**config.mk**
```make
export PLATFORM = sky130hd
export DESIGN_NAME = nand_bus_ctrl
export DESIGN_NICKNAME = d
export VERILOG_FILES = /design/src/rtl/nbc_pkg.sv /design/src/rtl/nbc_regs.sv /design/src/rtl/nbc_strobe.sv /design/src/rtl/nbc_pins.sv /design/src/rtl/nand_bus_ctrl.sv
export SDC_FILE = /design/constraint.sdc
export NUM_CORES = 1
export LEC_CHECK = 0
export ABC_AREA = 1
export BUFFER_PORTS_ARGS = -buffer_cell sky130_fd_sc_hd__clkbuf_2
export CAP_MARGIN = 20
export CORE_AREA = 2 2 55 95
export CTS_CLUSTER_DIAMETER = 50
export DETAILED_ROUTE_END_ITERATION = 7
export DIE_AREA = 0 0 57 97
export PLACE_DENSITY = 0.86
export REMOVE_ABC_BUFFERS = 1
export SYNTH_ARGS = -nofsm -noshare
export SYNTH_HDL_FRONTEND = slang
export SYNTH_SLANG_ARGS = --single-unit
```
**constraint.sdc**
```tcl
create_clock -name clk -period 2.5 [get_ports clk]
set_input_delay 0.25 -clock clk [delete_from_list [all_inputs] [get_ports clk]]
set_output_delay 0.25 -clock clk [all_outputs]
set_load 0.05 [all_outputs]
```
**src/rtl/nbc_pkg.sv**
```systemverilog
// Package: shared types, register word indices and mode bit positions
// for the NAND bus controller. Assumes byte addressing with word-aligned registers.
package nbc_pkg;
    typedef enum logic [1:0] {
        ST_IDLE   = 2'd0,
        ST_STROBE = 2'd1,
        ST_DONE   = 2'd2,
        ST_HOLD   = 2'd3
    } nbc_state_e;

    localparam int REG_DATA  = 0;
    localparam int REG_MODE  = 1;
    localparam int REG_STAT  = 2;
    localparam int REG_TIME  = 5;
    localparam int REG_SRST  = 6;

    localparam int MB_CLE    = 0;
    localparam int MB_ALE    = 1;
    localparam int MB_CSLO   = 2;
    localparam int MB_CEON   = 4;
    localparam int MB_WGATE  = 7;
    localparam int SB_BUSY   = 7;
endpackage

```
**src/rtl/nbc_regs.sv**
```systemverilog
// Register file: decodes the bus, holds mode and timing, runs the
// self-clearing soft reset and builds read data for the non-data registers.
// Assumes the bus holds its request stable until completion.
module nbc_regs
    import nbc_pkg::*;
#(
    parameter int AW         = 5,
    parameter int RST_CYCLES = 4
) (
    input  logic          clk,
    input  logic          rst_n,
    input  logic          bus_sel,
    input  logic          bus_wr,
    input  logic [AW-1:0] bus_addr,
    input  logic [31:0]   bus_wdata,
    input  logic          busy_any,
    output logic          is_data,
    output logic [7:0]    mode_q,
    output logic [7:0]    time_q,
    output logic [31:0]   reg_rdata
);
    localparam int IW = AW - 2;
    localparam int CW = (RST_CYCLES > 1) ? $clog2(RST_CYCLES) : 1;

    logic [IW-1:0] widx;
    logic          srst_q;
    logic [CW-1:0] srst_cnt;
    logic          wr_en;
    logic [23:0]   unused_hi;
    logic [1:0]    unused_lo;

    assign widx      = bus_addr[AW-1:2];
    assign is_data   = (widx == IW'(REG_DATA));
    assign wr_en     = bus_sel & bus_wr;
    assign unused_hi = bus_wdata[31:8];
    assign unused_lo = bus_addr[1:0];

    // Register writes and soft-reset countdown.
    always_ff @(posedge clk) begin
        if (!rst_n) begin
            mode_q   <= '0;
            time_q   <= '0;
            srst_q   <= 1'b0;
            srst_cnt <= '0;
        end else if (srst_q) begin
            if (srst_cnt == '0) begin
                srst_q <= 1'b0;
                mode_q <= '0;
                time_q <= '0;
            end else begin
                srst_cnt <= srst_cnt - 1'b1;
            end
        end else if (wr_en) begin
            if (widx == IW'(REG_MODE)) mode_q <= bus_wdata[7:0];
            if (widx == IW'(REG_TIME)) time_q <= bus_wdata[7:0];
            if (widx == IW'(REG_SRST) && bus_wdata[0]) begin
                srst_q   <= 1'b1;
                srst_cnt <= CW'(RST_CYCLES - 1);
            end
        end
    end

    // Read multiplexer for the non-data registers.
    always_comb begin
        reg_rdata = '0;
        case (widx)
            IW'(REG_MODE): reg_rdata[7:0] = mode_q;
            IW'(REG_STAT): reg_rdata[SB_BUSY] = busy_any;
            IW'(REG_TIME): reg_rdata[7:0] = time_q;
            IW'(REG_SRST): reg_rdata[0] = srst_q;
            default:       reg_rdata = '0;
        endcase
    end

    // once raised, the reset bit stays set for the next clock.
    p_srst_holds_r10: assert property (@(posedge clk) disable iff (!rst_n)
        $rose(srst_q) |=> srst_q);
endmodule

```
**src/rtl/nbc_strobe.sv**
```systemverilog
// Strobe engine: for each accepted data access it produces one timed
// read or write strobe, a one-clock completion slot, and a hold window.
// Assumes start is only honoured in the idle state.
module nbc_strobe
    import nbc_pkg::*;
#(
    parameter int DW = 8,
    parameter int TW = 4
) (
    input  logic          clk,
    input  logic          rst_n,
    input  logic          start,
    input  logic          start_wr,
    input  logic [DW-1:0] wbyte,
    input  logic [TW-1:0] spw,
    input  logic [TW-1:0] hold,
    input  logic [DW-1:0] nand_din,
    output logic          busy,
    output logic          done,
    output logic [DW-1:0] rbyte,
    output logic          we_n,
    output logic          re_n,
    output logic [DW-1:0] dout,
    output logic          doe
);
    nbc_state_e    st;
    logic [TW-1:0] cnt;
    logic          is_wr;
    logic [TW-1:0] spw_eff;
    logic [TW-1:0] hold_eff;
    logic          stb_act;

    assign spw_eff  = (spw  == '0) ? TW'(1) : spw;
    assign hold_eff = (hold == '0) ? TW'(1) : hold;
    assign busy     = (st != ST_IDLE);
    assign done     = (st == ST_DONE);
    assign stb_act  = (st == ST_STROBE);
    assign we_n     = !(stb_act && is_wr);
    assign re_n     = !(stb_act && !is_wr);
    assign doe      = is_wr && (st != ST_IDLE);

    // Phase sequencing: strobe, completion slot, hold, back to idle.
    always_ff @(posedge clk) begin
        if (!rst_n) begin
            st    <= ST_IDLE;
            cnt   <= '0;
            is_wr <= 1'b0;
            dout  <= '0;
            rbyte <= '0;
        end else begin
            case (st)
                ST_IDLE: if (start) begin
                    st    <= ST_STROBE;
                    cnt   <= spw_eff;
                    is_wr <= start_wr;
                    if (start_wr) dout <= wbyte;
                end
                ST_STROBE: if (cnt == '0) begin
                    st <= ST_DONE;
                    if (!is_wr) rbyte <= nand_din;
                end else begin
                    cnt <= cnt - 1'b1;
                end
                ST_DONE: begin
                    st  <= ST_HOLD;
                    cnt <= hold_eff;
                end
                default: if (cnt == '0) begin
                    st    <= ST_IDLE;
                    is_wr <= 1'b0;
                end else begin
                    cnt <= cnt - 1'b1;
                end
            endcase
        end
    end

    // read and write strobes never overlap.
    p_strobe_exclusive_r4: assert property (@(posedge clk) disable iff (!rst_n)
        we_n || re_n);
    // driven byte is stable while output enable stays on.
    p_dout_stable_r7: assert property (@(posedge clk) disable iff (!rst_n)
        (doe && $past(doe)) |-> $stable(dout));
    // no strobe during the hold window.
    p_quiet_hold_r7: assert property (@(posedge clk) disable iff (!rst_n)
        (st == ST_HOLD) |-> (we_n && re_n));
    // a strobe is never shorter than two clocks.
    p_strobe_min_r8: assert property (@(posedge clk) disable iff (!rst_n)
        $rose(stb_act) |=> stb_act);
endmodule

```
**src/rtl/nbc_pins.sv**
```systemverilog
// Pin driver: turns mode bits into latch-enable levels and a one-cold
// chip-enable vector. Assumes NUM_CS is a power of two.
module nbc_pins
    import nbc_pkg::*;
#(
    parameter int NUM_CS = 4
) (
    input  logic              clk,
    input  logic              rst_n,
    input  logic [7:0]        mode_q,
    output logic              cle,
    output logic              ale,
    output logic [NUM_CS-1:0] ce_n
);
    localparam int SW = (NUM_CS > 1) ? $clog2(NUM_CS) : 1;

    logic [SW-1:0] csel;

    assign cle  = mode_q[MB_CLE];
    assign ale  = mode_q[MB_ALE];
    assign csel = mode_q[MB_CSLO +: SW];

    // One active-low enable per chip select.
    for (genvar k = 0; k < NUM_CS; k++) begin : g_ce
        assign ce_n[k] = !(mode_q[MB_CEON] && (csel == SW'(k)));
    end

    // at most one chip enable is active.
    p_ce_onehot_r3: assert property (@(posedge clk) disable iff (!rst_n)
        $onehot0(~ce_n));
endmodule

```
**src/rtl/nand_bus_ctrl.sv**
```systemverilog
// Top: bus slave that drives an 8-bit NAND flash. Data accesses launch
// a timed strobe and stall the bus until their strobe completes;
// other registers answer at once. Assumes one outstanding bus access.
module nand_bus_ctrl
    import nbc_pkg::*;
#(
    parameter int AW     = 5,
    parameter int NUM_CS = 4,
    parameter int DW     = 8,
    parameter int TW     = 4
) (
    input  logic              clk,
    input  logic              rst_n,
    input  logic              bus_sel,
    input  logic              bus_wr,
    input  logic [AW-1:0]     bus_addr,
    input  logic [31:0]       bus_wdata,
    output logic [31:0]       bus_rdata,
    output logic              bus_ready,
    output logic              nand_cle,
    output logic              nand_ale,
    output logic [NUM_CS-1:0] nand_ce_n,
    output logic              nand_we_n,
    output logic              nand_re_n,
    output logic [DW-1:0]     nand_dout,
    output logic              nand_doe,
    input  logic [DW-1:0]     nand_din,
    input  logic              nand_rdy
);
    logic          is_data;
    logic [7:0]    mode_q;
    logic [7:0]    time_q;
    logic [31:0]   reg_rdata;
    logic          eng_busy;
    logic          eng_done;
    logic [DW-1:0] rbyte;
    logic          data_go;

    assign data_go   = bus_sel && is_data && (!bus_wr || mode_q[MB_WGATE]);
    assign bus_ready = !data_go || eng_done;
    assign bus_rdata = is_data ? 32'(rbyte) : reg_rdata;

    nbc_regs #(.AW(AW), .RST_CYCLES(4)) u_regs (
        .clk(clk), .rst_n(rst_n),
        .bus_sel(bus_sel), .bus_wr(bus_wr), .bus_addr(bus_addr),
        .bus_wdata(bus_wdata), .busy_any(eng_busy || !nand_rdy),
        .is_data(is_data), .mode_q(mode_q), .time_q(time_q),
        .reg_rdata(reg_rdata)
    );

    nbc_strobe #(.DW(DW), .TW(TW)) u_strobe (
        .clk(clk), .rst_n(rst_n),
        .start(data_go && !eng_busy), .start_wr(bus_wr),
        .wbyte(bus_wdata[DW-1:0]),
        .spw(time_q[TW-1:0]), .hold(time_q[2*TW-1:TW]),
        .nand_din(nand_din),
        .busy(eng_busy), .done(eng_done), .rbyte(rbyte),
        .we_n(nand_we_n), .re_n(nand_re_n),
        .dout(nand_dout), .doe(nand_doe)
    );

    nbc_pins #(.NUM_CS(NUM_CS)) u_pins (
        .clk(clk), .rst_n(rst_n), .mode_q(mode_q),
        .cle(nand_cle), .ale(nand_ale), .ce_n(nand_ce_n)
    );

    // ready only drops for a gated data access.
    p_ready_nondata_r11: assert property (@(posedge clk) disable iff (!rst_n)
        (bus_sel && !is_data) |-> bus_ready);
endmodule

```
==> summary.md <==
| Metric | Value |
|---|---|
| Netlist cell types | 34 |
| Synthesis Warnings | 0 |
| RSZ-0062 raised after global routing | no |
| Synth area leader | dfxtp_1 |
| CTS-repair resized insts | 0 |
| IR Drop Worst-Case VDD | 0.000511 V |
| Row count | 33 |
| R2R setup slack | 820 ps |
| Worst slew pin tran | 657 ps |
| Final min period | 2020 ps |
| Die X | 57 um |
| DRC | 0 |
| Setup violations, final | 0 |
| Mapped Cells | 333 |
| Post-DRT Antenna Nets | 0 |
| Insertion delay of the later-clocked pin in the worst-skew pair | 300 ps |
| Switching power | 775 uW |
| CTS Sinks | 42 |
| Sequential share of the synthesized area | 36.2% |
| Number of synthesized flops with an enable pin | 0 |
| CP endpoint kind | output pin |
| Vias in the first global route | 2040 |
| Initial Util | 49.4% |
| Die height | 97 um |
| Reg clk slew, reported paths | 90 ps |
| Clock power share | 23.4% |
| Hold crit path type | input pin to register |
| Async SR Flop Fraction | 0% |
| Post-DP Area | 2490 um^2 |
| Most frequent cell after synthesis | nand2_1 |
| Worst R2R Path Depth | 6 |
| CP Data Required Time | 2250 ps |
| Final slew viol count | 0 |
| Share of layout cells above drive strength 1 | 19.4% |
| Synth cell count leaders | 57 x nand2_1, 52 x nor2_1, 42 x dfxtp_1 |
| Slew HR | 56.2% |
| Setup crit start | u_strobe.st[0] |
| Die area | 5530 um^2 |
| Dpl hpwl | 4.06 mm |
| First-pass GRT wire length | 8.67 mm |
| Core Util, Final | 54.8% |
| Part of the power in registers | 41.6% |
| Worst R2R Start | u_strobe.st[0] |
| WS Path Type | register to output pin |
| Main synth FF type | dfxtp_1 |
| Postcts setup bufs | 0 |
| Status | complete, no violations |
| P&R area growth vs syn | 11.1% |
| DR pass1 iterations | 4 |
| Total grt overflow | 0 |
| Top post-synthesis cells by area | dfxtp_1 36%, nand2_1 9.2%, nor2_1 8.4% |
| H-tree Lvls | 2 |
| Mean Syn Cell Area | 6.98 um^2 |
| Final WL | 5.18 mm |
| Switching share of total power | 40.7% |
| Fin worst setup slack | 482 ps |
| Vias | 2198 |
| Drt wl/cell | 11.9 um |
| Number of max-cap violations | 0 |
| PD cells | 738 nW/um^2 |
| Port bufs | 49 |
| Setup Skew | 6.74 ps |
| Comb pwr share | 35.0% |
| Worst r2r dst | u_strobe.dout[0] |
| Largest net degree at the start of global routing | 40 |
| P_leak | 1.27 nW |
| Cell Area, Synth | 2320 um^2 |
| Area fraction of the dominant cell type after synthesis | 36.2% |
| Worst Path Arrival | 1770 ps |
| Clock Tree Buf Depth | 2 |
| CTS tree | built |
| CP endpoint | bus_rdata[7] |
| DRT iter0 DRCs | 78 |
| Cts bufs inserted | 5 |
| Final Non-Filler Cells | 434 |
| Largest fanout on the critical path | 9 |
| Max Freq | 496 MHz |
| Setup TNS | 0 ps |
| DP Cell Count | 426 |
| # diodes | 0 |
| Cts hold-fix bufs | 0 |
| Final Hold Fails | 0 |
| Root Driver | clkbuf_8 |
| Vias per cell | 5.06 |
| Final net count | 436 |
| Yosys reg bits | 42 |
| Int Power | 1.13 mW |
| Cell area after layout | 2580 um^2 |
| Core footprint | 4710 um^2 |
| Worst setup SP type | register |
| Period utilization | 80.7% |
| RePlAce Congestion | 0.877 |
| Pre-CTS WS | 807 ps |
| I/O Pins | 100 |
| GRT Util Overall | 19.4% |
| Initial antenna violation count | 0 |
## critical path, stage by stage (launching register included)
cell	delay [ps]
dfxtp_1	350
inv_1	70
ha_1	320
nand2_1	100
nand4_1	130
o2111ai_1	170
clkbuf_2	320
## through the flow
| step | hold slack, ps | total power, mW |
|---|---|---|
| after floorplan | 367 | 1.32 |
| after global placement | 467 | 1.46 |
| after detailed placement | 477 | 1.47 |
| after CTS | 169 | 1.91 |
| after global routing | 180 | 2.03 |
| final | 171 | 1.90 |
## registers in the layout (all words and copies together) (netlist names), 2 cells and up
name             cells
u_regs.srst_cnt      2
u_regs.time_q        8
u_strobe.cnt         4
u_strobe.st          2
u_strobe.dout        8
u_strobe.rbyte       8
u_regs.mode_q        8
## placed cells by master, fill, tap and decap left out, types with 18 or more instances in the layout
cell,instances
nand2_1,57
a21oi_1,21
conb_1,24
inv_1,41
o21ai_0,30
nor2_1,52
dfxtp_1,42
clkbuf_2,49
nand3_1,18
## layer usage
layer	track usage (%)	wire length [um]
met1	20.4	1910
met3	3.61	283
met5	0	0
met4	10.7	158
met2	34.8	2820
## layout make-up
type / instances / area [um^2]
multi-input combinational: 238 / 1170
inverter: 44 / 165
clock inverter: 3 / 21.3
tap: 52 / 65.1
fill: 475 / 2130
clock buffer: 5 / 68.8
timing repair buffer: 50 / 253
sequential: 42 / 841
## worst min-delay path by stage
stage	from	endpoint	slack [ps]	cells after the start
5_1_grt	nand_din[4]	u_strobe.rbyte[4]	180	3
4_1_cts	nand_din[7]	u_strobe.rbyte[7]	170	3
3_3_place_gp	u_regs.time_q[0]	u_regs.time_q[0]	470	2
2_1_floorplan	rst_n	u_strobe.dout[5]	370	2
6_report	nand_din[1]	u_strobe.rbyte[1]	170	3
3_5_place_dp	u_regs.time_q[0]	u_regs.time_q[0]	480	2
## power by group through the flow
| stage | registers (mW) | logic [mW] | clock network, mW |
|---|---|---|---|
| 4_1_cts | 0.792 | 0.668 | 0.453 |
| 3_5_place_dp | 0.806 | 0.665 | 0 |
| 5_1_grt | 0.803 | 0.748 | 0.479 |
| 2_1_floorplan | 0.806 | 0.513 | 0 |
| 6_report | 0.793 | 0.667 | 0.445 |
| 3_3_place_gp | 0.805 | 0.652 | 0 |
## cells by family after synthesis
family / count (synthesis) / synth area share, %
AND/OR/NAND/NOR: 140 / 26.3
buffers and inverters: 76 / 17.3
AO/OA/AOI/OAI: 68 / 17.0
flip-flops: 42 / 36.2
adder cells (fa/ha/maj): 5 / 2.69
XOR/XNOR: 1 / 0.377
other: 1 / 0.161
No activity file was read; power rests on OpenSTA's default activity.
